`src/rtl/fe_pkg.sv`:
```
package fe_pkg;
   typedef enum logic [1:0] {
      ST_IDLE  = 2'd0,
      ST_PROG  = 2'd1,
      ST_ERWT  = 2'd2,
      ST_SWEEP = 2'd3
   } eng_state_t;
endpackage

```
`src/rtl/fe_timer.sv`:
```
module fe_timer #(
   parameter int CNT_W = 5
) (
   input  logic             clk,
   input  logic             rst_n,
   input  logic             load,
   input  logic [CNT_W-1:0] load_val,
   output logic             zero
);
   logic [CNT_W-1:0] cnt;

   always_ff @(posedge clk or negedge rst_n) begin
      if (!rst_n)             cnt <= '0;
      else if (load)          cnt <= load_val;
      else if (cnt != '0)     cnt <= cnt - 1'b1;
   end

   assign zero = (cnt == '0);

   // the count only ever moves down between loads
   assert_timer_down_R4: assert property (@(posedge clk) disable iff (!rst_n)
      (!load && cnt != '0) |=> (cnt == $past(cnt) - 1'b1));
endmodule

```
`src/rtl/fe_status.sv`:
```
module fe_status #(
   parameter int DATA_W = 8
) (
   input  logic              clk,
   input  logic              rst_n,
   input  logic              rd_hit,
   input  logic              poll_bit,
   output logic [DATA_W-1:0] status
);
   logic tog;

   always_ff @(posedge clk or negedge rst_n) begin
      if (!rst_n)      tog <= 1'b0;
      else if (rd_hit) tog <= ~tog;
   end

   always_comb begin
      status           = '0;
      status[DATA_W-1] = poll_bit;
      status[DATA_W-2] = tog;
   end

   assert_toggle_flip_R7: assert property (@(posedge clk) disable iff (!rst_n)
      rd_hit |=> (tog != $past(tog)));
   assert_toggle_hold_R7: assert property (@(posedge clk) disable iff (!rst_n)
      !rd_hit |=> $stable(tog));
endmodule

```
`src/rtl/fe_array.sv`:
```
module fe_array #(
   parameter int ADDR_W = 6,
   parameter int DATA_W = 8
) (
   input  logic              clk,
   input  logic              we,
   input  logic [ADDR_W-1:0] waddr,
   input  logic [DATA_W-1:0] wdata,
   input  logic [ADDR_W-1:0] raddr_a,
   output logic [DATA_W-1:0] rdata_a,
   input  logic [ADDR_W-1:0] raddr_b,
   output logic [DATA_W-1:0] rdata_b
);
   localparam int DEPTH = 1 << ADDR_W;

   logic [DATA_W-1:0] mem [DEPTH];

   always_ff @(posedge clk) begin
      if (we) mem[waddr] <= wdata;
   end

   assign rdata_a = mem[raddr_a];
   assign rdata_b = mem[raddr_b];
endmodule

```
`src/rtl/flash_op_engine.sv`:
```
module flash_op_engine #(
   parameter int ADDR_W       = 6,
   parameter int DATA_W       = 8,
   parameter int PROG_CYCLES  = 8,
   parameter int ERASE_CYCLES = 24
) (
   input  logic              clk,
   input  logic              rst_n,
   input  logic              prog_req,
   input  logic [ADDR_W-1:0] prog_addr,
   input  logic [DATA_W-1:0] prog_data,
   input  logic              erase_req,
   input  logic [ADDR_W-1:0] erase_first,
   input  logic [ADDR_W-1:0] erase_last,
   input  logic              rd_stb,
   input  logic [ADDR_W-1:0] rd_addr,
   output logic [DATA_W-1:0] rd_data,
   output logic              busy,
   output logic              arr_we
);
   import fe_pkg::*;

   localparam int LONGEST = (PROG_CYCLES > ERASE_CYCLES) ? PROG_CYCLES : ERASE_CYCLES;
   localparam int CNT_W   = $clog2(LONGEST + 1);

   generate
      if (DATA_W < 2) begin : g_bad_width
         $error("DATA_W must be at least 2 to hold the status bits");
      end
      if (ADDR_W < 1 || ADDR_W > 10) begin : g_bad_addr
         $error("ADDR_W must lie between 1 and 10");
      end
      if (PROG_CYCLES < 1 || ERASE_CYCLES < 1) begin : g_bad_cycles
         $error("operation durations must be at least one cycle");
      end
   endgenerate

   eng_state_t        st;
   logic [ADDR_W-1:0] lat_addr;
   logic [DATA_W-1:0] lat_data;
   logic [ADDR_W-1:0] er_last;
   logic [ADDR_W-1:0] sweep_ptr;

   logic              accept_prog, accept_er, tmr_load, tmr_zero;
   logic [CNT_W-1:0]  tmr_val;
   logic              prog_fire, sweep_fire, sweep_done;
   logic [ADDR_W-1:0] wr_addr;
   logic [DATA_W-1:0] wr_data, old_byte, arr_rdata, status;
   logic              poll_bit;

   assign busy        = (st != ST_IDLE);
   assign accept_prog = (st == ST_IDLE) && prog_req;
   assign accept_er   = (st == ST_IDLE) && !prog_req && erase_req;
   assign tmr_load    = accept_prog || accept_er;
   assign tmr_val     = accept_prog ? CNT_W'(PROG_CYCLES - 1) : CNT_W'(ERASE_CYCLES - 1);

   assign prog_fire   = (st == ST_PROG) && tmr_zero;
   assign sweep_fire  = (st == ST_SWEEP);
   assign sweep_done  = (sweep_ptr >= er_last);
   assign arr_we      = prog_fire || sweep_fire;
   assign wr_addr     = sweep_fire ? sweep_ptr : lat_addr;
   assign wr_data     = sweep_fire ? {DATA_W{1'b1}} : (old_byte & lat_data);
   assign poll_bit    = (st == ST_PROG) ? ~lat_data[DATA_W-1] : 1'b0;

   fe_timer #(.CNT_W(CNT_W)) u_timer (
      .clk      (clk),
      .rst_n    (rst_n),
      .load     (tmr_load),
      .load_val (tmr_val),
      .zero     (tmr_zero)
   );

   fe_status #(.DATA_W(DATA_W)) u_status (
      .clk      (clk),
      .rst_n    (rst_n),
      .rd_hit   (rd_stb && busy),
      .poll_bit (poll_bit),
      .status   (status)
   );

   fe_array #(.ADDR_W(ADDR_W), .DATA_W(DATA_W)) u_array (
      .clk     (clk),
      .we      (arr_we),
      .waddr   (wr_addr),
      .wdata   (wr_data),
      .raddr_a (rd_addr),
      .rdata_a (arr_rdata),
      .raddr_b (lat_addr),
      .rdata_b (old_byte)
   );

   always_ff @(posedge clk or negedge rst_n) begin
      if (!rst_n) begin
         st        <= ST_IDLE;
         lat_addr  <= '0;
         lat_data  <= '0;
         er_last   <= '0;
         sweep_ptr <= '0;
      end else begin
         unique case (st)
            ST_IDLE: begin
               if (accept_prog) begin
                  lat_addr <= prog_addr;
                  lat_data <= prog_data;
                  st       <= ST_PROG;
               end else if (accept_er) begin
                  sweep_ptr <= erase_first;
                  er_last   <= erase_last;
                  st        <= ST_ERWT;
               end
            end
            ST_PROG:  if (tmr_zero) st <= ST_IDLE;
            ST_ERWT:  if (tmr_zero) st <= ST_SWEEP;
            ST_SWEEP: begin
               if (sweep_done) st <= ST_IDLE;
               else            sweep_ptr <= sweep_ptr + 1'b1;
            end
            default:  st <= ST_IDLE;
         endcase
      end
   end

   always_ff @(posedge clk or negedge rst_n) begin
      if (!rst_n)      rd_data <= '0;
      else if (rd_stb) rd_data <= busy ? status : arr_rdata;
   end

   assert_prog_and_R1: assert property (@(posedge clk) disable iff (!rst_n)
      prog_fire |=> (old_byte == $past(old_byte & lat_data)));
   assert_we_in_busy_R3: assert property (@(posedge clk) disable iff (!rst_n)
      arr_we |-> busy);
   assert_busy_ends_on_write_R4: assert property (@(posedge clk) disable iff (!rst_n)
      $fell(busy) |-> $past(arr_we));
   assert_status_low_bits_R6: assert property (@(posedge clk) disable iff (!rst_n)
      (rd_stb && busy) |=> (rd_data[DATA_W-3:0] == '0));
   assert_busy_ignores_req_R8: assert property (@(posedge clk) disable iff (!rst_n)
      (busy && (prog_req || erase_req)) |=> ($stable(lat_data) && $stable(er_last)));
endmodule

```
`config.mk`:
```
export PLATFORM = sky130hd
export DESIGN_NAME = flash_op_engine
export DESIGN_NICKNAME = d
export VERILOG_FILES = /design/src/rtl/fe_pkg.sv /design/src/rtl/fe_timer.sv /design/src/rtl/fe_status.sv /design/src/rtl/fe_array.sv /design/src/rtl/flash_op_engine.sv
export SDC_FILE = /design/constraint.sdc
export NUM_CORES = 1
export LEC_CHECK = 0
export ABC_AREA = 1
export CELL_PAD_IN_SITES_DETAIL_PLACEMENT = 1
export CELL_PAD_IN_SITES_GLOBAL_PLACEMENT = 1
export CORE_ASPECT_RATIO = 1.1
export CORE_MARGIN = 2
export CORE_UTILIZATION = 30
export DETAILED_ROUTE_END_ITERATION = 7
export GPL_TIMING_DRIVEN = 0
export PLACE_DENSITY = 0.52
export SLEW_MARGIN = 15
export SYNTH_ARGS = -nofsm -noshare
export SYNTH_HDL_FRONTEND = slang
export SYNTH_SLANG_ARGS = --single-unit
```
`constraint.sdc`:
```
create_clock -name clk -period 3 [get_ports clk]
set_input_delay 0.45 -clock clk [delete_from_list [all_inputs] [get_ports clk]]
set_output_delay 0.45 -clock clk [all_outputs]
set_load 0.01 [all_outputs]
```
# After elaboration in Yosys (flattened, before gate mapping)
# Memories as Yosys holds them, arrays and structs flattened.
# Index checks and enable logic that the tools add are counted.
[totals]
register_bits = 42
ramBits = 512
input_bits = 37
memories = 1
[mem_list]
columns = ["name", "depth", "width", "read_ports", "rd_ports_with_merged_regs", "wr", "line", "text"]
rows = [
  ["u_array.mem", 64, 8, 2, 0, 1, "fe_array.sv:16", "logic [DATA_W-1:0] mem [DEPTH];"],
]
[op_classes]
add_sub_neg = 2
order_cmp = 1
n_eq_ne = 10
n_mux = 19
bitwise_logic = 4
n_reduce_logical = 18
[ops]
columns = ["operator", "count"]
rows = [
  ["2-to-1 mux 6 bit", 4],
  ["2-to-1 mux 8 bit", 2],
  ["2-to-1 mux 5 bit", 3],
  ["case mux 6 bit (2 select lines)", 1],
  ["2-to-1 mux 2 bit", 5],
  ["inequality test 2 bit (second input constant)", 5],
  ["bitwise AND 8 bit", 1],
  ["case mux 2 bit (4 select lines)", 1],
  ["AND reduction 4 bit", 2],
  ["adder 6 x 1 -> 6 bit (second input constant)", 1],
  ["greater-or-equal comparator 6 bit", 1],
  ["nonzero test 2 bit", 3],
  ["logical AND 1 bit", 5],
  ["logical NOT 5 bit", 1],
  ["nonzero test 5 bit", 1],
  ["subtractor 5 x 1 -> 5 bit (second input constant)", 1],
  ["== test 2 bit (second input constant)", 2],
  ["2-to-1 mux 1 bit", 3],
  ["inequality test 3 bit (second input constant)", 1],
  ["NOT 1 bit", 3],
  ["AND reduction 3 bit", 1],
  ["== test 2 x 1 -> 1 bit (second input constant)", 1],
  ["logical NOT 2 bit", 1],
  ["logical OR 1 bit", 2],
  ["other kinds (3)", 3],
]

# Longest topological paths before layout
# Gate-level depths: netlist of run 1.
[logic_depth]
word_depth = 6
ltp_mapped = 14
depth_no_buf = 11

# By module
# From an unflattened synthesis of run 1, not the netlist that was laid out.
[unflattened]
hier_cells = 3318
hier_area_um2 = 28882.7
[modules_own_cells]
columns = ["module", "instances", "cells_per_inst", "area_per_inst_um2", "seq_area_each_um2"]
rows = [
  ["fe_array", 1, 2992, 26464.1, 15374.7],
  ["flash_op_engine", 1, 272, 2008.2, 900.9],
  ["fe_timer", 1, 39, 302.8, 125.1],
  ["fe_status", 1, 15, 107.6, 25.0],
]

# Worst setup path before layout of run 1
# OpenSTA, ideal clock, no wires.
[synth_path]
kind = "flip-flop to flip-flop"
from = "reg lat_addr[0]"
to = "mem u_array.mem[0][7], data pin"
setup_time_ns = 0.356
t_arrival_ns = 2.155
required_time_ns = 2.644
slack_ns = 0.489
path_stages_with_launch = 15
path_buffers = 3
period_less_slack_ns = 2.511
cell_sequence = "dfrtp_1 -> buf_2 -> inv_2 -> buf_4 -> buf_2 -> nand2_1 -> nand3_1 -> nand3_1 -> nand2_1 -> nand2_1 -> nand3_1 -> nand2_1 -> nand2_1 -> nand3_1 -> nand2_1"
[synth_between]
elab_chain_cells = 3
[synth_lines]
columns = ["item", "line", "text"]
rows = [
  ["start, declared", "flash_op_engine.sv:39", "logic [ADDR_W-1:0] lat_addr;"],
  ["start signal, assigned", "flash_op_engine.sv:103", "lat_addr <= prog_addr;"],
  ["memory (64 x 8 bit)", "n/a", ""],
  ["bitwise AND 8 bit", "flash_op_engine.sv:62", "assign wr_data = sweep_fire ? {DATA_W{1'b1}} : (old_byte & lat_data);"],
  ["2-to-1 mux 8 bit", "flash_op_engine.sv:62", ""],
  ["net u_array.wdata[7]", "fe_array.sv:8", "input logic [DATA_W-1:0] wdata,"],
  ["end, declared", "fe_array.sv:16", ""],
]
# The timed path passes the listed nets, and every way through them passes these cells.

# Worst setup path after layout of run 1
[layout_path]
from = "reg lat_addr[1]"
to = "mem u_array.mem[28][6], data pin"
# Same word-level chain as after synthesis.

==> results.md, run 1 <==
| Quantity | Reported | Unit |
| --- | --- | --- |
| Data required time at the worst endpoint | 3.37 | ns |
| Final critical-path required period | 3.08 | ns |
| Fmax | 325 | MHz |
| 1st-iter DRT viols | 3200 | - |
| Setup ws final | -0.0786 | ns |
| Post-DR vias/cell | 5.72 | - |
| Core box area | 93800 | sq um |
| Type of element capturing the critical path | flop | - |
| Vias after detailed routing | 27200 | - |
| Library cell appearing most often on the critical path | sky130_fd_sc_hd__nand2_1 | - |
| Total of fill cells in the finished design | 10800 | - |
| Number of flops mapped to enable cells by yosys | 512 | - |
| Post-Syn Instances | 3263 | - |
| Max Clock Skew | 0.0314 | ns |
| Detailed-route DRC error count | 0 | - |
| Deepest level of the CTS H-tree | 3 | - |
| Final Hold Fails | 0 | - |
| Detailed-placement wirelength estimate | 123 | mm |
| Area grow syn2layout | 22.9 | % |
| Final setup vio count | 68 | - |
| Remaining antenna violation count after routing | 0 | - |
| Main area contributors after synthesis | sky130_fd_sc_hd__edfxtp_1, sky130_fd_sc_hd__nand2_1, sky130_fd_sc_hd__nand3_1, sky130_fd_sc_hd__dfrtp_1, sky130_fd_sc_hd__buf_2 | - |
| Top-level port count | 47 | - |
| Slowest stage cell, crit path | sky130_fd_sc_hd__dfrtp_1 | - |
| Post-route fraction of the period consumed by the critical path | 1.03 | - |
| Outcome | finished, violations left | - |
| Count of different cell masters after synthesis | 34 | - |
| Number of rows in the core area | 118 | - |
| Maximum fanout along the worst path | 18 | - |
| Overall die area | 96600 | sq um |
| Clock-pin slew on the worst setup and hold paths | 0.06 | ns |
| Final Slew Violations | 0 | - |
| Pre-CTS setup slack | -0.975 | ns |
| Cell taking the most area after synthesis | sky130_fd_sc_hd__edfxtp_1 | - |
| Count of clock tree sinks | 554 | - |
| Per-cell routed wire length | 36.5 | um |
| Top cell type's share of synthesized area | 0.545 | - |
| Floorplan die height | 326 | um |
| Root buffer cell | sky130_fd_sc_hd__clkbuf_16 | - |
| Ys flop type | sky130_fd_sc_hd__edfxtp_1 | - |
| Most frequent cell after synthesis | sky130_fd_sc_hd__nand2_1 | - |
| Worst rel slew slack | 0.163 | - |
| Detailed-route wire length | 173 | mm |
| Number of antenna violations at the first check in global routing | 4 | - |
| Ys Warns | 0 | - |
| Weighted congestion at the end of routability-driven global placement | 0.995 | - |
| Leakage Power | 13.6 | nW |
| Port bufs | 42 | - |
| Arr. time, crit path | 3.45 | ns |
| TritonCTS clock tree | yes | - |
| Power density over the cells | 1140 | nW/um^2 |
| Worst path max stage delay | 0.45 | ns |
| Critical-path cell list | inv_2 -> buf_4 -> buf_2 -> nand3_1 -> nand3_1 -> nand2_1 -> nand2_1 -> nand3_1 -> nand2_1 -> nand2_1 -> nand3_4 -> nand2_4 -> bufbuf_16 | - |
| Proportion of layout cells with a drive suffix above 1 | 0.132 | - |
| Multi-input gate area in the final layout | 11500 | sq um |
| Fraction of the yosys area taken by sequential cells | 0.582 | - |
| Setup slack, reg-to-reg | -0.08 | ns |
| Area occupied by registers | 16400 | sq um |
| Fraction of synthesis flops using an asynchronous set or reset pin | 0.0758 | - |
| Clock Latency Late Sink | 0.65 | ns |
| Type of the worst setup path | reg2reg | - |
| Worst setup SP type | flop | - |
| Detailed-router iteration count before antenna repair | 6 | - |
| Largest buffer count on any clock path | 3 | - |
| Clock buffers created by TritonCTS | 69 | - |
| Core utilization of the finished layout | 0.370 | - |
| Overflow left after global routing | 0 | - |
| Combined area of all synthesized cells | 28200 | sq um |
| Global-route wire length before repair | 231 | mm |
| Pin count of the biggest net entering global routing | 53 | - |
| Global-route usage over all layers | 0.356 | - |
| Max Cap Violations | 0 | - |
| Post-synthesis net count | 3309 | - |
| Least-Margin Pin Slew | 1.26 | ns |
| Die width | 296 | um |
| Flip-flop and latch count after synthesis | 554 | - |
| Average size of a mapped cell | 8.65 | sq um |
| Effective utilization at floorplan | 0.301 | - |
| Violations in the final reports | negative setup slack | - |
| VDD IR max | 0.732 | mV |
| Path class of the lowest-slack min-delay path | in2async | - |
| Cell types with the highest counts after synthesis | sky130_fd_sc_hd__nand2_1, sky130_fd_sc_hd__nand3_1, sky130_fd_sc_hd__edfxtp_1 | - |
| Number of global-route vias before repair | 27400 | - |
| Layout Nets | 3480 | - |
==> through the flow <==
| stage | instances | instance area, sq um | setup TNS, ns | power [mW] | hold WS (ns) |
|---|---|---|---|---|---|
| 3_3_place_gp | 4565 | 30200 | -1889.46 | 25.8 | 0.468 |
| 3_5_place_dp | 4576 | 30600 | -626.29 | 28.0 | 0.469 |
| 5_1_grt | 4743 | 34700 | -0.249 | 40.2 | 0.377 |
| 2_1_floorplan | 3263 | 28200 | 0 | 18.6 | 0.154 |
| 6_report | 4744 | 34700 | -2.65 | 39.6 | 0.349 |
| 4_1_cts | 4732 | 34300 | -1.32 | 38.7 | 0.337 |
==> critical path: cells and delay by family, from the launching register on <==
kind	cells	cell delay, ns
flops	1	0.45
buf+inv	4	1.11
simple gates	9	1.22
==> power by group <==
| group | internal, mW | switching [mW] |
|---|---|---|
| registers | 10.8 | 0.346 |
| clock network | 4.81 | 3.60 |
| logic | 4.79 | 15.2 |
| total | 20.4 | 19.2 |
==> cell type report <==
type                       instances  area share
sequential                       554       0.473
multi-input combinational       2447       0.330
antenna                            1   0.0000721
tap                             1260      0.0454
timing repair buffer              95      0.0397
buffer                           224      0.0439
clock buffer                      97      0.0564
inverter                          43     0.00472
clock inverter                    23     0.00613
==> placed cells by master, fill, tap and decap left out, drive strengths merged, types with 3 or more instances in the layout <==
cell type      instances
nand2               1420
nand3                869
edfxtp               512
buf                  218
clkbuf               148
nor2                  90
inv                   43
dfrtp                 42
clkdlybuf4s50         41
o21ai                 21
clkinv                19
a21oi                 12
nand4                 10
ha                     9
clkdlybuf4s15          6
a31oi                  4
xor2                   3
o211ai                 3
bufinv                 3
==> flip-flops by register name, indices dropped and copies added (netlist names) <==
signal / flops
sweep_ptr: 6
u_timer.cnt: 5
lat_data: 8
st: 2
u_status.tog: 1
er_last: 6
u_array.mem: 512
rd_data: 8
lat_addr: 6
==> logic make-up after synthesis <==
kind of cell,count (synthesis),share of synthesized area
xor gates and xnor gates,4,0.00124
buffers and inverters,268,0.0434
adders and majority gates,9,0.00399
DFF,554,0.582
muxes,1,0.000399
and+or+nand+nor,2384,0.359
AOI/OAI and AO/OA,43,0.0101
==> final timing paths <==
path,startpoint,endpoint,cells past startpoint
min in group clk,prog_data[6],lat_data[6],3
hold / removal,rst_n,st[0],2
setup reg to reg,lat_addr[1],u_array.mem[28][6],13
setup / recovery,lat_addr[1],u_array.mem[28][6],13
max in group asynchronous,rst_n,lat_addr[2],3
hold reg to reg,u_timer.cnt[0],u_timer.cnt[0],2
==> repair_timing <==
| action | CTS | global route |
|---|---|---|
| hold buffers | 1 | 0 |
| setup buffers | 28 | 10 |
| gates cloned | 8 | 1 |
| hold endpoints to repair | 19 | 0 |
| pin swaps | 16 | 12 |
| endpoints found under the setup margin | 1022 | 562 |
| resized for setup | 308 | 46 |
==> per-layer routing <==
| layer | wire length [um] | share of wire | track usage |
|---|---|---|---|
| met2 | 78300 | 0.45 | 0.556 |
| met1 | 67100 | 0.39 | 0.444 |
| met5 | 0 | 0 | 0 |
| met4 | 15400 | 0.089 | 0.266 |
| met3 | 12300 | 0.071 | 0.0564 |
Power figures use the tool's default switching activity.
==> run 2: changes to the inputs <==
- SLEW_MARGIN: 15 -> 20
- clock period: 3 -> 3.9 ns (I/O delays scaled with it)
==> run 2 against run 1 <==
  * The flow still finishes with violations (negative setup slack)
  * Routed wire length is 2.3% lower
  * Core utilization shrank 2.0 points
  * Clock-buffer cell count decreased by 13
  * Via count is 2.3% lower
  * Flip-flop and latch count unchanged
  * Hold slack better by 0.13 ns
  * Clock skew rose by 0.0035 ns
  * Sequential power down 23%
  * Combinational power fell by 34%
  * Register-to-register slack barely moved
  * Critical endpoint is now u_array.mem[17][1]
==> results.md, run 2 (synthesis results as in run 1) <==
| Quantity | Reported | Unit | Delta |
| --- | --- | --- | --- |
| Leakage Power | 12.9 | nW | -4.8% |
| Largest register by flop count | u_array.mem | - |  |
| Clock buffers created by TritonCTS | 68 | - | -1.4% |
| Detailed-placement wirelength estimate | 123 | mm | -0.41% |
| Power density over the cells | 864 | nW/um^2 | -24% |
| Worst rel slew slack | 0.184 | - | +0.0210 |
| TritonCTS clock tree | yes | - |  |
| Outcome | finished, violations left | - |  |
| VDD IR max | 0.476 | mV | -35% |
| Number of antenna violations at the first check in global routing | 6 | - | +2 |
| Clock-pin slew on the worst setup and hold paths | 0.07 | ns | about the same |
| Largest buffer count on any clock path | 3 | - | unchanged |
| Post-route total power | 28.4 | mW | -28% |
| Core box area | 93800 | sq um | unchanged |
| Vias after detailed routing | 26500 | - | -2.3% |
| Clock Latency Late Sink | 0.66 | ns | about the same |
| Detailed-router iteration count before antenna repair | 6 | - | unchanged |
| Proportion of layout cells with a drive suffix above 1 | 0.0960 | - | -0.0358 |
| Layout Nets | 3432 | - | -1.4% |
| Data required time at the worst endpoint | 4.24 | ns | +0.87 ns |
| Most frequent standard cell in the layout excluding fill and tap cells | sky130_fd_sc_hd__nand2_1 | - |  |
| Post-route fraction of the period consumed by the critical path | 1.02 | - | -0.00821 |
| Per-cell routed wire length | 36.1 | um | -1.1% |
| Total of fill cells in the finished design | 10900 | - | +1.3% |
| Fmax | 252 | MHz | -22% |
| Arr. time, crit path | 4.31 | ns | +0.86 ns |
| Pin count of the biggest net entering global routing | 53 | - | unchanged |
| 1st-iter DRT viols | 3022 | - | -5.6% |
| Max Cap Violations | 0 | - | unchanged |
| Overflow left after global routing | 0 | - | unchanged |
| Final critical-path required period | 3.97 | ns | +0.892 ns |
| Worst setup SP type | flop | - |  |
| Most used cells in the layout excluding fill and tap cells | sky130_fd_sc_hd__nand2_1, sky130_fd_sc_hd__nand3_1, sky130_fd_sc_hd__edfxtp_1, sky130_fd_sc_hd__buf_2, sky130_fd_sc_hd__clkbuf_16 | - |  |
| Standard cell area after detailed placement | 30600 | sq um | about the same |
| Final Slew Violations | 0 | - | unchanged |
| Setup ws final | -0.0702 | ns | +0.00843 ns |
| Number of rows in the core area | 118 | - | unchanged |
| Global-route usage over all layers | 0.350 | - | -0.00642 |
| Root buffer cell | sky130_fd_sc_hd__clkbuf_16 | - |  |
| Beginning of the worst register-to-register path | lat_addr[1] | - |  |
| Die width | 296 | um | unchanged |
| Floorplan die height | 326 | um | unchanged |
| Port bufs | 42 | - | unchanged |
| Maximum fanout along the worst path | 36 | - | +18 |
| Count of clock tree sinks | 554 | - | unchanged |
| Path depth of the worst reg2reg path | 13 | - | unchanged |
| Detailed-route DRC error count | 0 | - | unchanged |
| Final setup vio count | 55 | - | -19% |
| Reg2reg end | u_array.mem[17][1] | - |  |
| Final Hold Fails | 0 | - | unchanged |
| Post-DR vias/cell | 5.66 | - | -1.1% |
| Setup bufs post-CTS | 0 | - | -100% |
| Type of the worst setup path | reg2reg | - |  |
| Overall die area | 96600 | sq um | unchanged |
| Global-route wire length before repair | 227 | mm | -1.9% |
| Max Clock Skew | 0.0349 | ns | +0.00349 ns |
| Max reg flops | 512 | - | unchanged |
| Area grow syn2layout | 16.3 | % |  |
| Remaining antenna violation count after routing | 0 | - | unchanged |
| Least-Margin Pin Slew | 1.22 | ns | -0.0315 ns |
| Weighted congestion at the end of routability-driven global placement | 0.995 | - | unchanged |
| Deepest level of the CTS H-tree | 3 | - | unchanged |
| Path class of the lowest-slack min-delay path | in2async | - |  |
| Cell area after layout | 32800 | sq um | -5.4% |
| Setup slack, reg-to-reg | -0.07 | ns | about the same |
| Top-level port count | 47 | - | unchanged |
| Number of global-route vias before repair | 26900 | - | -1.7% |
| Violations in the final reports | negative setup slack | - |  |
| Biggest regs | u_array.mem x512, lat_data x8, rd_data x8 | - |  |
| Detailed-route wire length | 169 | mm | -2.3% |
| Worst setup path startpoint | lat_addr[1] | - |  |
| Type of element capturing the critical path | flop | - |  |
| Effective utilization at floorplan | 0.301 | - | unchanged |
run 2: cell count changes in the layout (fill, tap and decap cells not counted), moves of 20 or more:
cell	delta
sky130_fd_sc_hd__nor2_4	-60
sky130_fd_sc_hd__buf_6	-34
sky130_fd_sc_hd__nor2_2	+40
sky130_fd_sc_hd__nand3_1	+23
sky130_fd_sc_hd__buf_12	-28
sky130_fd_sc_hd__buf_2	+51
sky130_fd_sc_hd__nor2_1	+20
sky130_fd_sc_hd__buf_4	-29
run 2: worst max-delay path by stage:
stage	endpoint	slack [ns]	cells after the start
final	u_array.mem[17][1]	-0.07	13
after detailed placement	u_array.mem[17][1]	-0.06	12
after global placement	u_array.mem[17][1]	-2.47	11
after global routing	u_array.mem[17][1]	-0.04	13
after CTS	u_array.mem[17][1]	0.01	11
after floorplan	u_array.mem[0][7]	1.39	14
run 2: layout make-up:
cell class,instances,area [sq um],share of cell area
flip-flops and latches,554,16400,0.500
clock inverters,27,305,0.00930
repair buffers,53,643,0.0196
multi-input cells,2441,10700,0.327
clock buffers,84,1870,0.0568
diodes,1,2.50,0.0000762
well taps,1260,1580,0.0480
inverters,43,161,0.00492
plain buffers,225,1110,0.0338
run 2: metrics by stage:
stage	setup TNS [ns]	setup slack (ns)	instances	util	hold WS [ns]
global placement	-1080.99	-2.47	4565	0.322	0.468
finish	-1.53	-0.0702	4688	0.350	0.477
floorplan	0	1.39	3263	-	0.289
detailed placement	-2.15	-0.0595	4575	0.326	0.471
CTS	0	0.0129	4687	0.350	0.465
global route	-0.520	-0.0371	4687	0.350	0.510
run 2: power breakdown:
| group | internal (mW) | switching, mW |
|---|---|---|
| combinational | 2.54 | 10.7 |
| sequential | 8.35 | 0.230 |
| clock | 3.77 | 2.74 |
| total | 14.7 | 13.7 |
run 2: layer usage:
| layer | GRT usage | vias up | share of wire |
|---|---|---|---|
| met1 | 0.436 | 13500 | 0.39 |
| met3 | 0.0525 | 415 | 0.065 |
| met5 | 0 | - | 0.00020 |
| met4 | 0.258 | 6 | 0.086 |
| met2 | 0.550 | 1233 | 0.46 |
| li1 | - | 11300 | - |
run 2: worst max-delay path, stage by stage (launching register included):
cell and delay, ns:
sky130_fd_sc_hd__dfrtp_1 0.45, sky130_fd_sc_hd__inv_2 0.12, sky130_fd_sc_hd__buf_4 0.20, sky130_fd_sc_hd__clkdlybuf4s15_1 0.93, sky130_fd_sc_hd__nand3_1 0.43, sky130_fd_sc_hd__nand3_1 0.19
sky130_fd_sc_hd__nand2_1 0.17, sky130_fd_sc_hd__nand2_1 0.11, sky130_fd_sc_hd__nand3_1 0.12, sky130_fd_sc_hd__nand2_1 0.11, sky130_fd_sc_hd__nand2_1 0.06, sky130_fd_sc_hd__nand3_1 0.11
sky130_fd_sc_hd__nand2_4 0.26, sky130_fd_sc_hd__buf_12 0.32
run 2: what timing repair did:
action,in CTS,in global routing
pin swaps,0,0
gates resized for setup,5,16
hold buffers,1,0
setup endpoints to repair,68,130
hold endpoints to repair,19,0
